## src/rtl/scan_pkg.sv

```systemverilog
package scan_pkg;

    typedef enum logic [1:0] {
        PH_ACT  = 2'd0,
        PH_FP   = 2'd1,
        PH_SYNC = 2'd2,
        PH_BP   = 2'd3
    } phase_e;

    function automatic phase_e next_phase(input phase_e p);
        case (p)
            PH_ACT:  return PH_FP;
            PH_FP:   return PH_SYNC;
            PH_SYNC: return PH_BP;
            default: return PH_ACT;
        endcase
    endfunction

endpackage

```

## src/rtl/scan_phase_counter.sv

```systemverilog
module scan_phase_counter
    import scan_pkg::*;
#(
    parameter int ACT  = 800,
    parameter int FP   = 40,
    parameter int SYNC = 128,
    parameter int BP   = 88,
    parameter int CW   = 10
) (
    input  logic          clk,
    input  logic          rst,
    input  logic          adv,
    output phase_e        phase,
    output logic [CW-1:0] cnt,
    output logic          wrap
);

    logic [CW-1:0] last_c;

    always_comb begin
        case (phase)
            PH_ACT:  last_c = CW'(ACT - 1);
            PH_FP:   last_c = CW'(FP - 1);
            PH_SYNC: last_c = CW'(SYNC - 1);
            default: last_c = CW'(BP - 1);
        endcase
    end

    assign wrap = adv && (phase == PH_BP) && (cnt == CW'(BP - 1));

    always_ff @(posedge clk) begin
        if (rst) begin
            phase <= PH_BP;
            cnt   <= '0;
        end else if (adv) begin
            if (cnt == last_c) begin
                cnt   <= '0;
                phase <= next_phase(phase);
            end else begin
                cnt <= cnt + 1'b1;
            end
        end
    end


    cnt_range_chk: assert property (@(posedge clk) disable iff (rst)
        cnt <= last_c);


    wrap_restart_chk: assert property (@(posedge clk) disable iff (rst)
        wrap |=> (phase == PH_ACT) && (cnt == '0));

endmodule

```

## src/rtl/scan_line_fill.sv

```systemverilog
module scan_line_fill #(
    parameter int WORD_W = 32,
    parameter int WORDS  = 12,
    parameter int RW     = 8,
    parameter int AW     = 12,
    parameter int IW     = 4
) (
    input  logic              clk,
    input  logic              rst,
    input  logic              start,
    input  logic [RW-1:0]     row,
    input  logic              swap,
    input  logic              ovl_en,
    output logic              mem_req,
    output logic [AW-1:0]     mem_addr,
    input  logic [WORD_W-1:0] text_word,
    input  logic [WORD_W-1:0] ovl_word,
    input  logic [IW-1:0]     rd_idx,
    output logic [WORD_W-1:0] rd_word
);

    localparam logic [AW-1:0] WORDS_A = AW'(WORDS);

    logic [WORD_W-1:0] lbuf [2][WORDS];
    logic              fsel;
    logic              busy;
    logic              wr_pend;
    logic [IW-1:0]     widx;
    logic [IW-1:0]     wr_idx;
    logic [RW-1:0]     row_q;

    assign mem_req  = busy;
    assign mem_addr = AW'(row_q) * WORDS_A + AW'(widx);
    assign rd_word  = lbuf[fsel][rd_idx];

    always_ff @(posedge clk) begin
        if (rst) begin
            busy    <= 1'b0;
            wr_pend <= 1'b0;
            widx    <= '0;
            wr_idx  <= '0;
            row_q   <= '0;
            fsel    <= 1'b0;
        end else begin
            wr_pend <= busy;
            wr_idx  <= widx;
            if (start) begin
                busy  <= 1'b1;
                widx  <= '0;
                row_q <= row;
            end else if (busy) begin
                if (widx == IW'(WORDS - 1)) busy <= 1'b0;
                widx <= widx + 1'b1;
            end
            if (swap) fsel <= ~fsel;
        end
    end

    always_ff @(posedge clk) begin
        if (!rst && wr_pend)
            lbuf[~fsel][wr_idx] <= ovl_en ? (text_word | ovl_word) : text_word;
    end


    no_overlap_chk: assert property (@(posedge clk) disable iff (rst)
        start |-> !busy);


    swap_after_fill_chk: assert property (@(posedge clk) disable iff (rst)
        swap |-> !busy && !wr_pend);

endmodule

```

## src/rtl/scan_serializer.sv

```systemverilog
module scan_serializer #(
    parameter int WORD_W = 32,
    parameter int SRC_W  = 384,
    parameter int HREP   = 2,
    parameter int IW     = 4
) (
    input  logic              clk,
    input  logic              rst,
    input  logic              line_start,
    input  logic              col_active,
    input  logic [WORD_W-1:0] word,
    output logic [IW-1:0]     rd_idx,
    output logic              bit_out
);

    localparam int BW = $clog2(SRC_W + 1);
    localparam int WB = $clog2(WORD_W);
    localparam int HW = (HREP > 1) ? $clog2(HREP) : 1;

    logic [BW-1:0] bit_idx;
    logic [HW-1:0] hold;
    logic [WB-1:0] sel;

    assign rd_idx  = IW'(bit_idx >> WB);
    assign sel     = WB'(WORD_W - 1) - bit_idx[WB-1:0];
    assign bit_out = word[sel];

    always_ff @(posedge clk) begin
        if (rst || line_start) begin
            bit_idx <= '0;
            hold    <= '0;
        end else if (col_active) begin
            if (hold == HW'(HREP - 1)) begin
                hold    <= '0;
                bit_idx <= bit_idx + 1'b1;
            end else begin
                hold <= hold + 1'b1;
            end
        end
    end


    line_restart_chk: assert property (@(posedge clk) disable iff (rst)
        line_start |=> (bit_idx == '0) && (hold == '0));

endmodule

```

## src/rtl/vga_line_scaler.sv

```systemverilog
module vga_line_scaler
    import scan_pkg::*;
#(
    parameter int SRC_W    = 384,
    parameter int SRC_H    = 192,
    parameter int WORD_W   = 32,
    parameter int HREP     = 2,
    parameter int VREP     = 3,
    parameter int H_ACT    = 800,
    parameter int H_FP     = 40,
    parameter int H_SYNC   = 128,
    parameter int H_BP     = 88,
    parameter int V_ACT    = 600,
    parameter int V_FP     = 1,
    parameter int V_SYNC   = 4,
    parameter int V_BP     = 23,
    parameter int BORDER_L = 16,
    parameter int BORDER_T = 12
) (
    input  logic                                    clk,
    input  logic                                    rst,
    input  logic                                    ovl_en,
    output logic                                    mem_req,
    output logic [$clog2(SRC_H*SRC_W/WORD_W)-1:0]   mem_addr,
    input  logic [WORD_W-1:0]                       text_word,
    input  logic [WORD_W-1:0]                       ovl_word,
    output logic                                    hsync,
    output logic                                    vsync,
    output logic                                    disp_en,
    output logic                                    pixel
);

    localparam int WORDS = SRC_W / WORD_W;
    localparam int IMG_W = SRC_W * HREP;
    localparam int IMG_H = SRC_H * VREP;
    localparam int AW    = $clog2(SRC_H * WORDS);
    localparam int RW    = (SRC_H > 1) ? $clog2(SRC_H) : 1;
    localparam int IW    = (WORDS > 1) ? $clog2(WORDS) : 1;
    localparam int PW    = (VREP > 1) ? $clog2(VREP) : 1;
    localparam int HCW   = $clog2(H_ACT + H_FP + H_SYNC + H_BP);
    localparam int VCW   = $clog2(V_ACT + V_FP + V_SYNC + V_BP);

    phase_e         hphase, vphase;
    logic [HCW-1:0] hcnt;
    logic [VCW-1:0] vcnt;
    logic           hwrap, vwrap;

    scan_phase_counter #(.ACT(H_ACT), .FP(H_FP), .SYNC(H_SYNC), .BP(H_BP), .CW(HCW)) h_ctr_i (
        .clk(clk), .rst(rst), .adv(1'b1), .phase(hphase), .cnt(hcnt), .wrap(hwrap));

    scan_phase_counter #(.ACT(V_ACT), .FP(V_FP), .SYNC(V_SYNC), .BP(V_BP), .CW(VCW)) v_ctr_i (
        .clk(clk), .rst(rst), .adv(hwrap), .phase(vphase), .cnt(vcnt), .wrap(vwrap));

    // Next output line, as seen from anywhere in the current line.
    logic           nxt_act, nxt_in_img, nxt_top, nxt_first;
    logic [VCW-1:0] nxt_idx;
    logic [RW-1:0]  nxt_row;
    logic           cur_in_img;
    logic [RW-1:0]  cur_row;
    logic [PW-1:0]  cur_rep;

    always_comb begin
        nxt_act = 1'b0;
        nxt_idx = '0;
        if (vphase == PH_ACT && vcnt != VCW'(V_ACT - 1)) begin
            nxt_act = 1'b1;
            nxt_idx = vcnt + 1'b1;
        end else if (vphase == PH_BP && vcnt == VCW'(V_BP - 1)) begin
            nxt_act = 1'b1;
        end
        nxt_in_img = nxt_act && nxt_idx >= VCW'(BORDER_T) && nxt_idx < VCW'(BORDER_T + IMG_H);
        nxt_top    = nxt_act && nxt_idx == VCW'(BORDER_T);
        nxt_first  = nxt_in_img && (nxt_top || cur_rep == PW'(VREP - 1));
        nxt_row    = nxt_top ? '0 : (cur_rep == PW'(VREP - 1) ? cur_row + 1'b1 : cur_row);
    end

    always_ff @(posedge clk) begin
        if (rst) begin
            cur_in_img <= 1'b0;
            cur_row    <= '0;
            cur_rep    <= '0;
        end else if (hwrap) begin
            cur_in_img <= nxt_in_img;
            if (nxt_in_img) begin
                cur_row <= nxt_row;
                cur_rep <= nxt_first ? '0 : cur_rep + 1'b1;
            end
        end
    end

    logic              fill_start;
    logic [IW-1:0]     rd_idx;
    logic [WORD_W-1:0] rd_word;
    logic              h_img, ser_bit;

    assign fill_start = (hphase == PH_ACT) && (hcnt == HCW'(H_ACT - 1)) && nxt_first;

    scan_line_fill #(.WORD_W(WORD_W), .WORDS(WORDS), .RW(RW), .AW(AW), .IW(IW)) fill_i (
        .clk(clk), .rst(rst), .start(fill_start), .row(nxt_row),
        .swap(hwrap && nxt_first), .ovl_en(ovl_en),
        .mem_req(mem_req), .mem_addr(mem_addr),
        .text_word(text_word), .ovl_word(ovl_word),
        .rd_idx(rd_idx), .rd_word(rd_word));

    assign h_img = (hphase == PH_ACT) && hcnt >= HCW'(BORDER_L) && hcnt < HCW'(BORDER_L + IMG_W);

    scan_serializer #(.WORD_W(WORD_W), .SRC_W(SRC_W), .HREP(HREP), .IW(IW)) ser_i (
        .clk(clk), .rst(rst), .line_start(hwrap), .col_active(h_img),
        .word(rd_word), .rd_idx(rd_idx), .bit_out(ser_bit));

    assign hsync   = (hphase == PH_SYNC);
    assign vsync   = (vphase == PH_SYNC);
    assign disp_en = (hphase == PH_ACT) && (vphase == PH_ACT);
    assign pixel   = h_img && cur_in_img && ser_bit;


    border_black_chk: assert property (@(posedge clk) disable iff (rst)
        pixel |-> disp_en);


    fill_in_blank_chk: assert property (@(posedge clk) disable iff (rst)
        mem_req |-> hphase != PH_ACT);


    vsync_line_aligned_chk: assert property (@(posedge clk) disable iff (rst)
        $rose(vsync) |-> $past(hwrap));

endmodule

```

## config.mk

```make
export PLATFORM = sky130hd
export DESIGN_NAME = vga_line_scaler
export DESIGN_NICKNAME = d
export VERILOG_FILES = /design/src/rtl/scan_pkg.sv /design/src/rtl/scan_phase_counter.sv /design/src/rtl/scan_line_fill.sv /design/src/rtl/scan_serializer.sv /design/src/rtl/vga_line_scaler.sv
export SDC_FILE = /design/constraint.sdc
export NUM_CORES = 1
export LEC_CHECK = 0
export ABC_CLOCK_PERIOD_IN_PS = 3500
export BUFFER_PORTS_ARGS = -buffer_cell sky130_fd_sc_hd__buf_2
export CAP_MARGIN = 15
export CELL_PAD_IN_SITES_DETAIL_PLACEMENT = 2
export CELL_PAD_IN_SITES_GLOBAL_PLACEMENT = 2
export CORE_UTILIZATION = 48
export CTS_CLUSTER_DIAMETER = 40
export DETAILED_ROUTE_END_ITERATION = 7
export PLACE_DENSITY = 0.86
export SLEW_MARGIN = 0
export SYNTH_ARGS = -nofsm -noshare
export SYNTH_HDL_FRONTEND = slang
export SYNTH_SLANG_ARGS = --single-unit
```

## constraint.sdc

```tcl
create_clock -name clk -period 3.5 [get_ports clk]
set_clock_uncertainty 0.05 [all_clocks]
set_input_delay 0.35 -clock clk [delete_from_list [all_inputs] [get_ports clk]]
set_output_delay 0.35 -clock clk [all_outputs]
set_load 0.03 [all_outputs]
```

==> out/metrics.csv <==
metric,value,unit
root_buffer,clkbuf_16,
synth_top_family_by_area,multiplexers,
antenna_found_initial,0,
crit_chain,"buf_4, clkbuf_16, mux4_2, mux2i_1, mux2i_1, o2bb2ai_2, a21oi_1, a2111o_1, a32oi_2, o21ai_4, buf_6",
power_density,591.9,nW/µm²
synthAdderAreaFrac,0.01047,
crit_family,compound AO/OA/AOI/OAI gates,
yosys.area.top_type,edfxtp_1,
htree_levels,3,
tightest_slew,1.249,ns
cp-endpoint,pixel,
initialDrtViolationCount,2676,
r2r_cells,8,
synth-seq-area-share,0.7238,
die_y,266.9,µm
place_area,36120,µm²
synth_area_leaders,"edfxtp_1 68%, mux4_2 11%, dfxtp_1 3.9%, mux2i_1 2.9%, nor2_1 1.1%",
period_share,1.219,
crit_path_max_incr_delay,0.54,ns
critPathArrivalTime,3.87,ns
die_area,71250,µm²
reg2reg_to,fill_i.row_q[0],
port_buffers,83,
leakage,13.21,nW
row_count,96,
finalHoldViolations,0,
drive_gt1_frac,0.3055,
numCtsBuffers,119,
area_growth,21.37,%
worstSetupPathType,flip-flop to output port,
yosysUniqueCellTypes,66,
ys.flop_type,edfxtp_1,
grt_usage,0.3895,
first_pass_iters,5,
pin_count,84,
cp.required,3.10,ns
slew_viol_final,0,
rsz0062_at_grt,true,
grt_max_degree,40,
clkLatencyLatePin,0.72,ns
status,"finished, violations left",
instances_no_fill,3147,
synthesis.area,33690,µm²
grt_overflow,0,
worst_setup_path_end_kind,output port,
cts_buffer_depth,3,
whs,0.3992,ns
ys.warnings.count,0,
globalplace.congestion,0.8113,
syn_nets,1963,
die_x,266.9,µm
antennaDiodeCount,0,
cts_tree,yes,
dp.cells,2895,
drv_cap,0,
cp-start-kind,flip-flop,
vias,21630,
setup_viol,5,
drc_errors,0,
crit_cells,11,
yosys.area.top_type_share,0.6846,
rr_startpoint,v_ctr_i.cnt[2],
cp_slowest_cell,mux4_2,
ant_nets,0,
clk_pin_slew,0.07,ns
synth_edf_count,768,
synth-compound-area-share,0.04802,
period_needed,4.265,ns
violations,negative setup slack,
syn_inst,1869,
clkSinkCount,834,
initial_utilization,0.4878,
syn_avg_cell_area,18.02,µm²
ir_drop,0.0006151,V
async_flop_share,0,
fin_util,0.5920,
ys_ff_latch,834,
path_common_cell,mux2i_1,
synth-xor-area-share,0.01430,
fin_area,40890,µm²
grt_pass1_vias,23550,
vias_per_cell,6.874,
dpl.hpwl,69.07,mm
max-slew-margin-rel,0.1676,
wl_per_cell,43.37,µm
core,69070,µm²
cp_num_buf_inv,3,
hold_class,input port to flip-flop,
r2r_slack,-0.02,ns
nNetsFinal,2205,
finalWorstSetupSlack,-0.7652,ns
finalPower,24.20,mW
grt_pass1_wl,189.8,mm
synth-simple-area-share,0.04828,
clock.fmax,234.5,MHz
path_max_fanout,10,
routed_wl,136.5,mm
synth_mux_area_frac,0.1368,
==> how the worst min path moves through the flow <==
stage                               end  cells past startpoint      startpoint
floorplan                h_ctr_i.cnt[0]                      1  h_ctr_i.cnt[0]
global placement         h_ctr_i.cnt[0]                      1  h_ctr_i.cnt[0]
detailed placement           cur_rep[0]                      2      cur_rep[0]
CTS                 fill_i.lbuf[1][291]                      2    text_word[3]
global route        fill_i.lbuf[1][291]                      2    text_word[3]
finish              fill_i.lbuf[0][136]                      2    text_word[8]
==> placed cells by master (no fill, tap or decap), drive strengths merged, types with 34 or more instances in the layout <==
cell type | Yosys | routed
a21o | 37 | 37
o21ai | 34 | 34
edfxtp | 768 | 768
nand3 | 42 | 42
buf | 52 | 222
clkinv | 1 | 39
nand2 | 61 | 61
inv | 23 | 42
dfxtp | 66 | 66
clkbuf | 52 | 133
nor2 | 100 | 100
mux2i | 98 | 98
mux4 | 159 | 159
a21oi | 46 | 46
==> sequential cells by signal, indices dropped and copies added (netlist names), 2 cells and up, named ones only <==
name	cells
cur_rep	2
cur_row	8
fill_i.lbuf	768
fill_i.row_q	8
fill_i.widx	4
fill_i.wr_idx	4
h_ctr_i.cnt	11
h_ctr_i.phase	2
ser_i.bit_idx	9
v_ctr_i.cnt	10
v_ctr_i.phase	2
==> final cells by class <==
class / instances / area, µm²
Fill cell: 5603 / 28180
Sequential cell: 834 / 24400
Tap cell: 931 / 1165
Clock buffer: 132 / 3069
Clock inverter: 94 / 1027
Timing Repair Buffer: 225 / 1961
Multi-Input combinational cell: 907 / 9176
Inverter: 24 / 90.09
==> Yosys cell counts (6+ instances only) <==
cell type	count
buf_1	9
nor2b_1	15
xor2_1	22
a22oi_1	26
inv_1	23
nor3_1	23
a221oi_1	15
o22ai_1	11
o221ai_1	14
nand3_1	42
buf_4	19
clkbuf_1	52
a21o_1	37
edfxtp_1	768
nand2b_1	12
a31oi_1	8
nor2_1	100
ha_1	25
dfxtp_1	66
or3_1	8
buf_6	6
nand2_1	61
xnor2_1	33
and3_1	11
o21ai_0	34
a21oi_1	46
nand4_1	12
mux4_2	159
mux2i_1	98
buf_2	18
nand3b_1	14
o211ai_1	6
==> per-stage QoR <==
step	setup TNS [ns]	worst slack, ns
after floorplan	0	0.2398
after global placement	-0.1698	-0.1698
after detailed placement	-0.4760	-0.4760
after CTS	-0.7063	-0.7063
after global routing	-1.181	-0.7615
final	-0.8893	-0.7652
==> report_power, final <==
group / total, mW / internal, mW / switching, mW
Clock: 13.0 / 7.47 / 5.51
Combinational: 0.302 / 0.0490 / 0.253
Sequential: 10.9 / 10.9 / 0.00540
==> repair_timing <==
item,4_1_cts,5_1_grt
endpoints found under the setup margin,14,19
setup buffers,15,8
gates resized for setup,55,31
cloned,2,1
hold endpoints to repair,4,0
hold buffers,1,0
pin swaps,18,24
==> worst reg2reg max path: cells and delay by family, from the launching register on <==
family	cells	cell delay [ns]
flops	1	0.54
compound gates	4	1.22
simple gates	4	1.62
==> cell families after synthesis <==
group	count (synthesis)
fa+ha+maj	27
flops	834
simple gates	329
buf+inv	128
mux	261
xor+xnor	55
compound gates	235
==> metal layers <==
layer / routed length, µm / up-vias / part of all wire / global-route usage
li1: - / 8059 / - / -
met1: 47600 / 11370 / 0.35 / 0.4683
met4: 9708 / 0 / 0.071 / 0.2389
met3: 11250 / 559 / 0.082 / 0.06541
met2: 67930 / 1643 / 0.50 / 0.6582
met5: 0 / - / 0 / 0
(Power assumes the default switching activity.)
